<file path="config.mk">
export PLATFORM = sky130hd
export DESIGN_NAME = edidXferEngine
export DESIGN_NICKNAME = d
export VERILOG_FILES = /design/src/rtl/edidXferPkg.sv /design/src/rtl/edidXferPath.sv /design/src/rtl/edidXferCtrl.sv /design/src/rtl/edidXferEngine.sv
export SDC_FILE = /design/constraint.sdc
export NUM_CORES = 1
export LEC_CHECK = 0
export ABC_AREA = 1
export ABC_CLOCK_PERIOD_IN_PS = 2600
export BUFFER_PORTS_ARGS = -buffer_cell sky130_fd_sc_hd__buf_4
export CAP_MARGIN = 20
export CORE_MARGIN = 10
export CORE_UTILIZATION = 50
export CTS_CLUSTER_SIZE = 28
export DETAILED_ROUTE_END_ITERATION = 6
export MAX_ROUTING_LAYER = met4
export PLACE_DENSITY_LB_ADDON = 0.05
export SYNTH_ARGS = -nofsm -noshare
export SYNTH_HDL_FRONTEND = slang
export SYNTH_HIERARCHICAL = 1
export SYNTH_SLANG_ARGS = --single-unit
</file>
<file path="constraint.sdc">
create_clock -name clk -period 2.6 [get_ports clk]
set_input_delay 0.13 -clock clk [delete_from_list [all_inputs] [get_ports clk]]
set_output_delay 0.13 -clock clk [all_outputs]
set_load 0.005 [all_outputs]
</file>
<file path="src/rtl/edidXferPkg.sv">
package edidXferPkg;
  localparam int EE_ADDR_W = 9;

  typedef struct packed {
    logic       go;      // start one byte slot
    logic       quiet;   // slot with chip select high and no clock
    logic       useRam;  // transmit the RAM read data
    logic [7:0] txByte;  // otherwise transmit this byte
  } spiCmd_t;

  typedef enum logic [3:0] {
    ST_IDLE, ST_LD_OP, ST_LD_ADR, ST_LD_DAT,
    ST_WE_OP, ST_WE_GAP, ST_WR_OP, ST_WR_ADR, ST_WR_DAT, ST_WR_GAP,
    ST_RS_OP, ST_RS_DAT, ST_RS_GAP, ST_FIN
  } xferState_e;
endpackage

</file>
<file path="src/rtl/edidXferPath.sv">
module edidXferPath
  import edidXferPkg::*;
#(
  parameter int DIV_HALF = 8
) (
  input  logic       clk,
  input  logic       rstN,
  input  spiCmd_t    cmd,
  input  logic [7:0] ramRdata,
  input  logic       miso,
  output logic       sck,
  output logic       mosi,
  output logic       byteDone,
  output logic [7:0] rxByte
);
  localparam int DW = $clog2(DIV_HALF + 1);
  localparam logic [DW-1:0] DIV_LAST = DW'(DIV_HALF - 1);

  logic [DW-1:0] divCnt;
  logic          active, quietR, sckR;
  logic [7:0]    txSh, rxSh;
  logic [2:0]    bitCnt;

  always_ff @(posedge clk or negedge rstN) begin
    if (!rstN) begin
      divCnt   <= '0;
      active   <= 1'b0;
      quietR   <= 1'b0;
      sckR     <= 1'b0;
      txSh     <= '0;
      rxSh     <= '0;
      bitCnt   <= '0;
      byteDone <= 1'b0;
    end else begin
      byteDone <= 1'b0;
      if (cmd.go) begin
        active <= 1'b1;
        quietR <= cmd.quiet;
        txSh   <= cmd.useRam ? ramRdata : cmd.txByte;
        bitCnt <= '0;
        divCnt <= '0;
        sckR   <= 1'b0;
      end else if (active) begin
        if (divCnt == DIV_LAST) begin
          divCnt <= '0;
          if (!sckR) begin
            sckR <= 1'b1;
            rxSh <= {rxSh[6:0], miso};
          end else begin
            sckR <= 1'b0;
            if (bitCnt == 3'd7) begin
              active   <= 1'b0;
              byteDone <= 1'b1;
            end else begin
              bitCnt <= bitCnt + 3'd1;
              txSh   <= {txSh[6:0], 1'b0};
            end
          end
        end else begin
          divCnt <= divCnt + DW'(1);
        end
      end
    end
  end

  assign sck    = sckR & ~quietR;
  assign mosi   = txSh[7];
  assign rxByte = rxSh;
endmodule

</file>
<file path="src/rtl/edidXferCtrl.sv">
module edidXferCtrl
  import edidXferPkg::*;
#(
  parameter int PAGE_LOG = 4
) (
  input  logic                 clk,
  input  logic                 rstN,
  input  logic                 pwrDnN,
  input  logic                 bigPart,
  input  logic                 loadBit,
  input  logic                 storeBit,
  input  logic                 byteDone,
  input  logic                 statusWip,
  output spiCmd_t              cmd,
  output logic                 csN,
  output logic                 ramWe,
  output logic [EE_ADDR_W-1:0] ramAddr,
  output logic                 busy,
  output logic                 done,
  output logic                 loadClr,
  output logic                 storeClr
);
  localparam logic [PAGE_LOG-1:0] PAGE_END = '1;

  xferState_e           state;
  logic [EE_ADDR_W-1:0] addr, lastAddr;
  logic                 bootPend, kick, kickD, wip, endHit, a8;

  assign lastAddr = bigPart ? {EE_ADDR_W{1'b1}} : EE_ADDR_W'(8'hFF);
  assign a8       = bigPart & addr[8];

  always_ff @(posedge clk or negedge rstN) begin
    if (!rstN) begin
      state    <= ST_IDLE;
      addr     <= '0;
      bootPend <= 1'b1;
      kick     <= 1'b0;
      kickD    <= 1'b0;
      wip      <= 1'b0;
      endHit   <= 1'b0;
      done     <= 1'b0;
      loadClr  <= 1'b0;
      storeClr <= 1'b0;
    end else begin
      kick     <= 1'b0;
      kickD    <= kick;
      done     <= 1'b0;
      loadClr  <= 1'b0;
      storeClr <= 1'b0;
      bootPend <= 1'b0;
      if (state == ST_IDLE) begin
        addr   <= '0;
        endHit <= 1'b0;
        if (bootPend && !pwrDnN) begin
          state <= ST_LD_OP;
          kick  <= 1'b1;
        end else if (loadBit) begin
          state    <= ST_LD_OP;
          kick     <= 1'b1;
          loadClr  <= 1'b1;
          storeClr <= storeBit;
        end else if (storeBit) begin
          state    <= ST_WE_OP;
          kick     <= 1'b1;
          storeClr <= 1'b1;
        end
      end else if (state == ST_FIN) begin
        loadClr  <= loadBit;
        storeClr <= storeBit;
        state    <= ST_IDLE;
        done     <= 1'b1;
      end else begin
        loadClr  <= loadBit;
        storeClr <= storeBit;
        if (byteDone) begin
          kick <= 1'b1;
          unique case (state)
            ST_LD_OP:  state <= ST_LD_ADR;
            ST_LD_ADR: state <= ST_LD_DAT;
            ST_LD_DAT: begin
              addr <= addr + 1'b1;
              if (addr == lastAddr) begin
                state <= ST_FIN;
                kick  <= 1'b0;
              end
            end
            ST_WE_OP:  state <= ST_WE_GAP;
            ST_WE_GAP: state <= ST_WR_OP;
            ST_WR_OP:  state <= ST_WR_ADR;
            ST_WR_ADR: state <= ST_WR_DAT;
            ST_WR_DAT: begin
              addr <= addr + 1'b1;
              if (addr == lastAddr) endHit <= 1'b1;
              if (addr[PAGE_LOG-1:0] == PAGE_END) state <= ST_WR_GAP;
            end
            ST_WR_GAP: state <= ST_RS_OP;
            ST_RS_OP:  state <= ST_RS_DAT;
            ST_RS_DAT: begin
              wip   <= statusWip;
              state <= ST_RS_GAP;
            end
            ST_RS_GAP: begin
              if (wip) state <= ST_RS_OP;
              else if (endHit) begin
                state <= ST_FIN;
                kick  <= 1'b0;
              end else state <= ST_WE_OP;
            end
            default: state <= ST_IDLE;
          endcase
        end
      end
    end
  end

  always_comb begin
    cmd        = '0;
    cmd.go     = kickD;
    cmd.useRam = (state == ST_WR_DAT);
    cmd.quiet  = (state == ST_WE_GAP) || (state == ST_WR_GAP) || (state == ST_RS_GAP);
    unique case (state)
      ST_LD_OP:  cmd.txByte = {4'b0000, a8, 3'b011};
      ST_WR_OP:  cmd.txByte = {4'b0000, a8, 3'b010};
      ST_LD_ADR, ST_WR_ADR: cmd.txByte = addr[7:0];
      ST_WE_OP:  cmd.txByte = 8'h06;
      ST_RS_OP:  cmd.txByte = 8'h05;
      default:   cmd.txByte = 8'h00;
    endcase
  end

  assign csN     = (state == ST_IDLE) || (state == ST_FIN) || cmd.quiet;
  assign busy    = (state != ST_IDLE);
  assign ramWe   = (state == ST_LD_DAT) && byteDone;
  assign ramAddr = addr;
endmodule

</file>
<file path="src/rtl/edidXferEngine.sv">
module edidXferEngine
  import edidXferPkg::*;
#(
  parameter int DIV_HALF = 8,
  parameter int PAGE_LOG = 4
) (
  input  logic       clk,
  input  logic       rstN,
  input  logic       pwrDnN,
  input  logic       bigPart,
  input  logic       loadBit,
  input  logic       storeBit,
  output logic       loadClr,
  output logic       storeClr,
  output logic       busy,
  output logic       done,
  output logic [8:0] ramAddr,
  output logic       ramWe,
  output logic [7:0] ramWdata,
  input  logic [7:0] ramRdata,
  output logic       sck,
  output logic       csN,
  output logic       mosi,
  input  logic       miso
);
  spiCmd_t    spiCmd;
  logic       byteDone;
  logic [7:0] rxByte;

  edidXferCtrl #(.PAGE_LOG(PAGE_LOG)) u_ctrl (
    .clk(clk), .rstN(rstN), .pwrDnN(pwrDnN), .bigPart(bigPart),
    .loadBit(loadBit), .storeBit(storeBit), .byteDone(byteDone),
    .statusWip(rxByte[0]), .cmd(spiCmd), .csN(csN), .ramWe(ramWe),
    .ramAddr(ramAddr), .busy(busy), .done(done),
    .loadClr(loadClr), .storeClr(storeClr)
  );

  edidXferPath #(.DIV_HALF(DIV_HALF)) u_path (
    .clk(clk), .rstN(rstN), .cmd(spiCmd), .ramRdata(ramRdata),
    .miso(miso), .sck(sck), .mosi(mosi), .byteDone(byteDone),
    .rxByte(rxByte)
  );

  assign ramWdata = rxByte;
endmodule

</file>
[After elaboration in Yosys (flattened, before gate mapping)]
Cells that the tools add are included.
Word-level totals
  bits in registers: 48
  logic and storage cells: 144
Operators by class
  $add $sub $neg: 3
  equal/unequal tests: 22
  mux-type cells: 68
  bitwise operators: 7
  reduce and logical (&&, ||, !) cells: 26
Operators by type and width (number)
  $mux 4: 13
  $mux 8: 6
  $pmux 4 s12: 1
  $mux 9: 5
  $pmux 8 s5: 1
  $mux 1: 36
  $eq 4x4->1 const B: 7
  $eq 4x3->1 const B: 5
  $reduce_and 4->1: 5
  $mux 3: 5
  $reduce_bool 2->1: 7
  $add 9x1->9 const B: 1
  $eq 9x9->1: 1
  $eq 4x2->1 const B: 2
  $ne 4x4->1 const B: 2
  $not 1->1: 5
  $add 4x1->4 const B: 1
  $eq 4x1->1 const B: 1
  $logic_not 4->1: 1
  $logic_or 1x1->1: 4
  $ne 4x1->1 const B: 1
  $reduce_bool 4->1: 1
  $reduce_or 2->1: 2
  $add 3x1->3 const B: 1
  10 further kinds: 12

[Logic depth before layout (Yosys ltp)]
  depth after elaboration: 7
  mapped depth: 11
  depth with buffers taken out: 11

[Hierarchy]
Netlist, hierarchy kept.
By module, submodules not included
  edidXferCtrl: times used 1, cells each 206, area an instance 1427.6 um2, seq. area each 526.8 um2
  edidXferPath: times used 1, cells each 188, area an instance 1421.4 um2, seq. area each 675.6 um2

[Least setup slack after synthesis]
OpenSTA, ideal clock, no wires.
  path kind: register -> register
  start: register u_ctrl.state[1]
  end: register u_path.txSh[2]
  library setup time: 65 ps
  arrival time: 1373 ps
  required time: 2535 ps
  path slack: 1162 ps
  cell stages (with the launch flop): 11
  buffers on the path: 1
  cells stage by stage: dfrtp_1 > nor2_4 > nand2_1 > nor2_1 > buf_2 > inv_1 > nand2_1 > nand3_1 > nand2_1 > nand3_1 > nand2_1
RTL lines
  from (decl): line edidXferCtrl.sv:25  | xferState_e state;
  from (signal assigned): line edidXferCtrl.sv:34  | state <= ST_IDLE;
  from (signal assigned): line edidXferCtrl.sv:55  | state <= ST_LD_OP;
  from (signal assigned): line edidXferCtrl.sv:58  | state <= ST_LD_OP;
  to (signal assigned): line edidXferPath.sv:39  | txSh <= cmd.useRam ? ramRdata : cmd.txByte;
  to (signal assigned): line edidXferPath.sv:56  | txSh <= {txSh[6:0], 1'b0};
  to (decl): line edidXferPath.sv:21  | logic [7:0] txSh, rxSh;

[Worst setup path in the final report]
  start: register u_ctrl.state[2]
  end: output port csN
On the way
  word-level cells in the longest chain between the ends: 4
  elaborated cells between the ends (all ways): 9
  those cells by class: eq/ne: 4; reduce/logical: 5
RTL lines
  $eq 4x3->1 / $eq 4x4->1 (equally long branches): line edidXferCtrl.sv:120  | cmd.quiet = (state == ST_WE_GAP) || (state == ST_WR_GAP) || (state == ST_RS_GAP);
  $logic_or 1x1->1 (2 in a row): line edidXferCtrl.sv:120
  $logic_or 1x1->1 *: line edidXferCtrl.sv:131  | assign csN = (state == ST_IDLE) || (state == ST_FIN) || cmd.quiet;
  to (decl): line edidXferEngine.sv:22  | output logic csN,
Mark *: on every way between the ends. The rest lies on a longest branch, timed or not.

==> flow_summary.ini <==
[worst_setup_path]
cp_max_fo = 15
path_buf_inv = 1
cp_slowest_cell = dfrtp_1
cp_top_family = simple AND/OR/NAND/NOR gates
rr_worst_depth = 6
critPathLaunchType = register
endpoint_kind = output port
cp_data_arrival_time_ps = 1670
required_ps = 2470
path_cells = nor2_2 -> nand2_2 -> nand4_1 -> buf_4
r2r_slack_ps = 850
worstSetupPathType = register to output port
slowest_delay_ps = 460
path_depth = 4

[clock_tree]
cts_tree = done
cts_buffer_depth = 2
clk_root_buffer_cell = clkbuf_8
htreeDepth = 2
worstSkewPairLatency_ps = 310
numCtsBuffers = 5
clock_sinks = 48
cts_setup_buffers = 0
clk_pin_slew_worst_paths_ps = 90

[logic_synthesis]
syn_nets = 414
ys.flop_type = dfrtp_1
syn_avg_cell_area_um2 = 7.23
ys_seq_area_frac = 0.422
synth_edf_count = 0
ys_warn_count = 6
ys_types = 30
ys_async_sr_fraction = 1.00
synth_seq_cells = 48
syn_inst = 394
mappedNetlistArea_mm2 = 0.00285

[timing]
max_slew_margin = 0.582
finalMaxSlewViolations = 0
period_share = 0.693
rsz0062_at_grt = false
worst_pin_slew_ps = 626
finClkSkew_ps = 6.24
finalCriticalPeriod_ps = 1800
fmax_mhz = 555
holdWs_ps = 55.2
setup_tns_ps = 0
setup_viol = 0
hold_violations = 0

[floorplanning]
die_h_um = 95.5
core_region_area_mm2 = 0.00551
start_util = 0.517
rows = 27
boundaryPins = 40
die-width_um = 95.5
dieArea_mm2 = 0.00912

[min_path]
hold_path_depth = 3
hold_path_class = input port to register

[route]
first_iter_violations = 156
wl_per_cell_um = 13.7
postRouteAntennaNets = 0
dr.pass1.iters = 4
drc_errors = 0
via_per_inst = 5.20
via_count = 2631
wirelength_mm = 6.92

[power]
finalPower_mw = 3.19
ir_drop_mv = 0.516
total_leakage_power_nw = 1.81
powerDensity_mw_per_mm2 = 972

[finish]
final_common_cell = nand2_1
multi_input_area_mm2 = 0.00137
nFillCells = 537
layout.nets = 453
seq_area_mm2 = 0.00120
stdcell_area_mm2 = 0.00328
syn2layout_area_growth_pct = 15.1
final_cell_mix = 126 x nand2_1, 49 x inv_1, 48 x nand3_1
drive_above_1_share = 0.173
instances_no_fill = 506
antennaDiodeCount = 0

[job]
maxCapViolCount = 0

[global_routing]
grt_overflow = 0
antenna_found_initial = 0
first_global_vias = 2576
grt_max_degree = 49
grt_pass1_wl_mm = 11.9
grt_usage = 0.165

[place]
hpwl_mm = 5.10
placed_area_mm2 = 0.00317
port-buffer-count = 39
place_inst = 497
gp_congestion = 0.862

[status]
status = finished, final reports clean
flip-flops by register name (all words and copies together) (netlist names), 3 cells and up:
name,cells
u_path/divCnt,4
u_path/txSh,8
u_path/bitCnt,3
u_ctrl/state,4
u_ctrl/ramAddr,9
u_path/rxByte,8
tightest hold or removal path, delay by kind of cell:
family,cells,cell delay [ps]
and+or+nand+nor,2,120
buffers and inverters,1,80
final timing paths:
kind / startpoint / endpoint
max in group asynchronous: rstN / u_path/rxByte[7]
worst max register to register: u_path/bitCnt[0] / u_path/txSh[3]
worst max-delay path: u_ctrl/state[2] / csN
worst min-delay path: miso / u_path/rxByte[0]
min in group asynchronous: rstN / u_ctrl/ramAddr[7]
worst min register to register: u_ctrl/kick / u_ctrl/kickD
synth_stat cells (2+ instances only):
cell | instances | area [um2]
nand2_1 | 126 | 473
inv_1 | 49 | 184
nand3_1 | 48 | 240
dfrtp_1 | 47 | 1180
nor2_1 | 32 | 120
o21ai_0 | 22 | 110
a21oi_1 | 9 | 45.0
nand4_1 | 9 | 56.3
nand2_2 | 8 | 50.1
ha_1 | 5 | 62.6
buf_4 | 4 | 30.0
inv_2 | 4 | 15.0
buf_2 | 3 | 15.0
nor2_2 | 3 | 18.8
o211ai_1 | 3 | 22.5
a21oi_2 | 2 | 17.5
buf_6 | 2 | 22.5
nand2_4 | 2 | 22.5
nand3_2 | 2 | 20.0
nor3_1 | 2 | 10.0
o21ai_1 | 2 | 10.0
xor2_1 | 2 | 17.5
per-layer routing:
layer / part of all wire / global-route usage / up-vias
met3: 0.058 / 0.0432 / 8
met1: 0.48 / 0.212 / 1224
met5: 0 / - / -
li1: - / - / 1323
met4: 0.012 / 0.0430 / 0
met2: 0.45 / 0.251 / 76
logic make-up after synthesis:
logic type               after synthesis  share of synthesized area
XOR/XNOR                               3                    0.00922
AND/OR/NAND/NOR                      235                      0.372
buffers and inverters                 63                     0.0957
other                                  1                    0.00132
AO/OA/AOI/OAI                         39                     0.0777
flip-flops                            48                      0.422
adder cells (fa/ha/maj)                5                     0.0220
where the power goes:
group	switching [mW]	internal, mW	total (mW)
registers	0.218	0.953	1.17
logic	0.999	0.530	1.53
clock network	0.271	0.216	0.487
total	1.49	1.70	3.19
layout make-up:
type / count / area share
multi-input cells: 283 / 0.419
clock inverters: 2 / 0.00458
well taps: 72 / 0.0275
flip-flops and latches: 48 / 0.367
inverters: 54 / 0.0626
clock buffers: 6 / 0.0252
repair buffers: 41 / 0.0946
metrics by stage:
stage / worst slack [ps] / utilization
after detailed placement: 859 / 0.576
after global routing: 666 / 0.596
after CTS: 816 / 0.596
after floorplan: 1160 / -
final: 799 / 0.596
after global placement: 910 / 0.576
what timing repair did:
item | 4_1_cts | 5_1_grt
gates resized for setup | 0 | 0
hold buffers | 1 | 0
endpoints found under the hold margin | 47 | 0
Power figures use the tool's default switching activity.
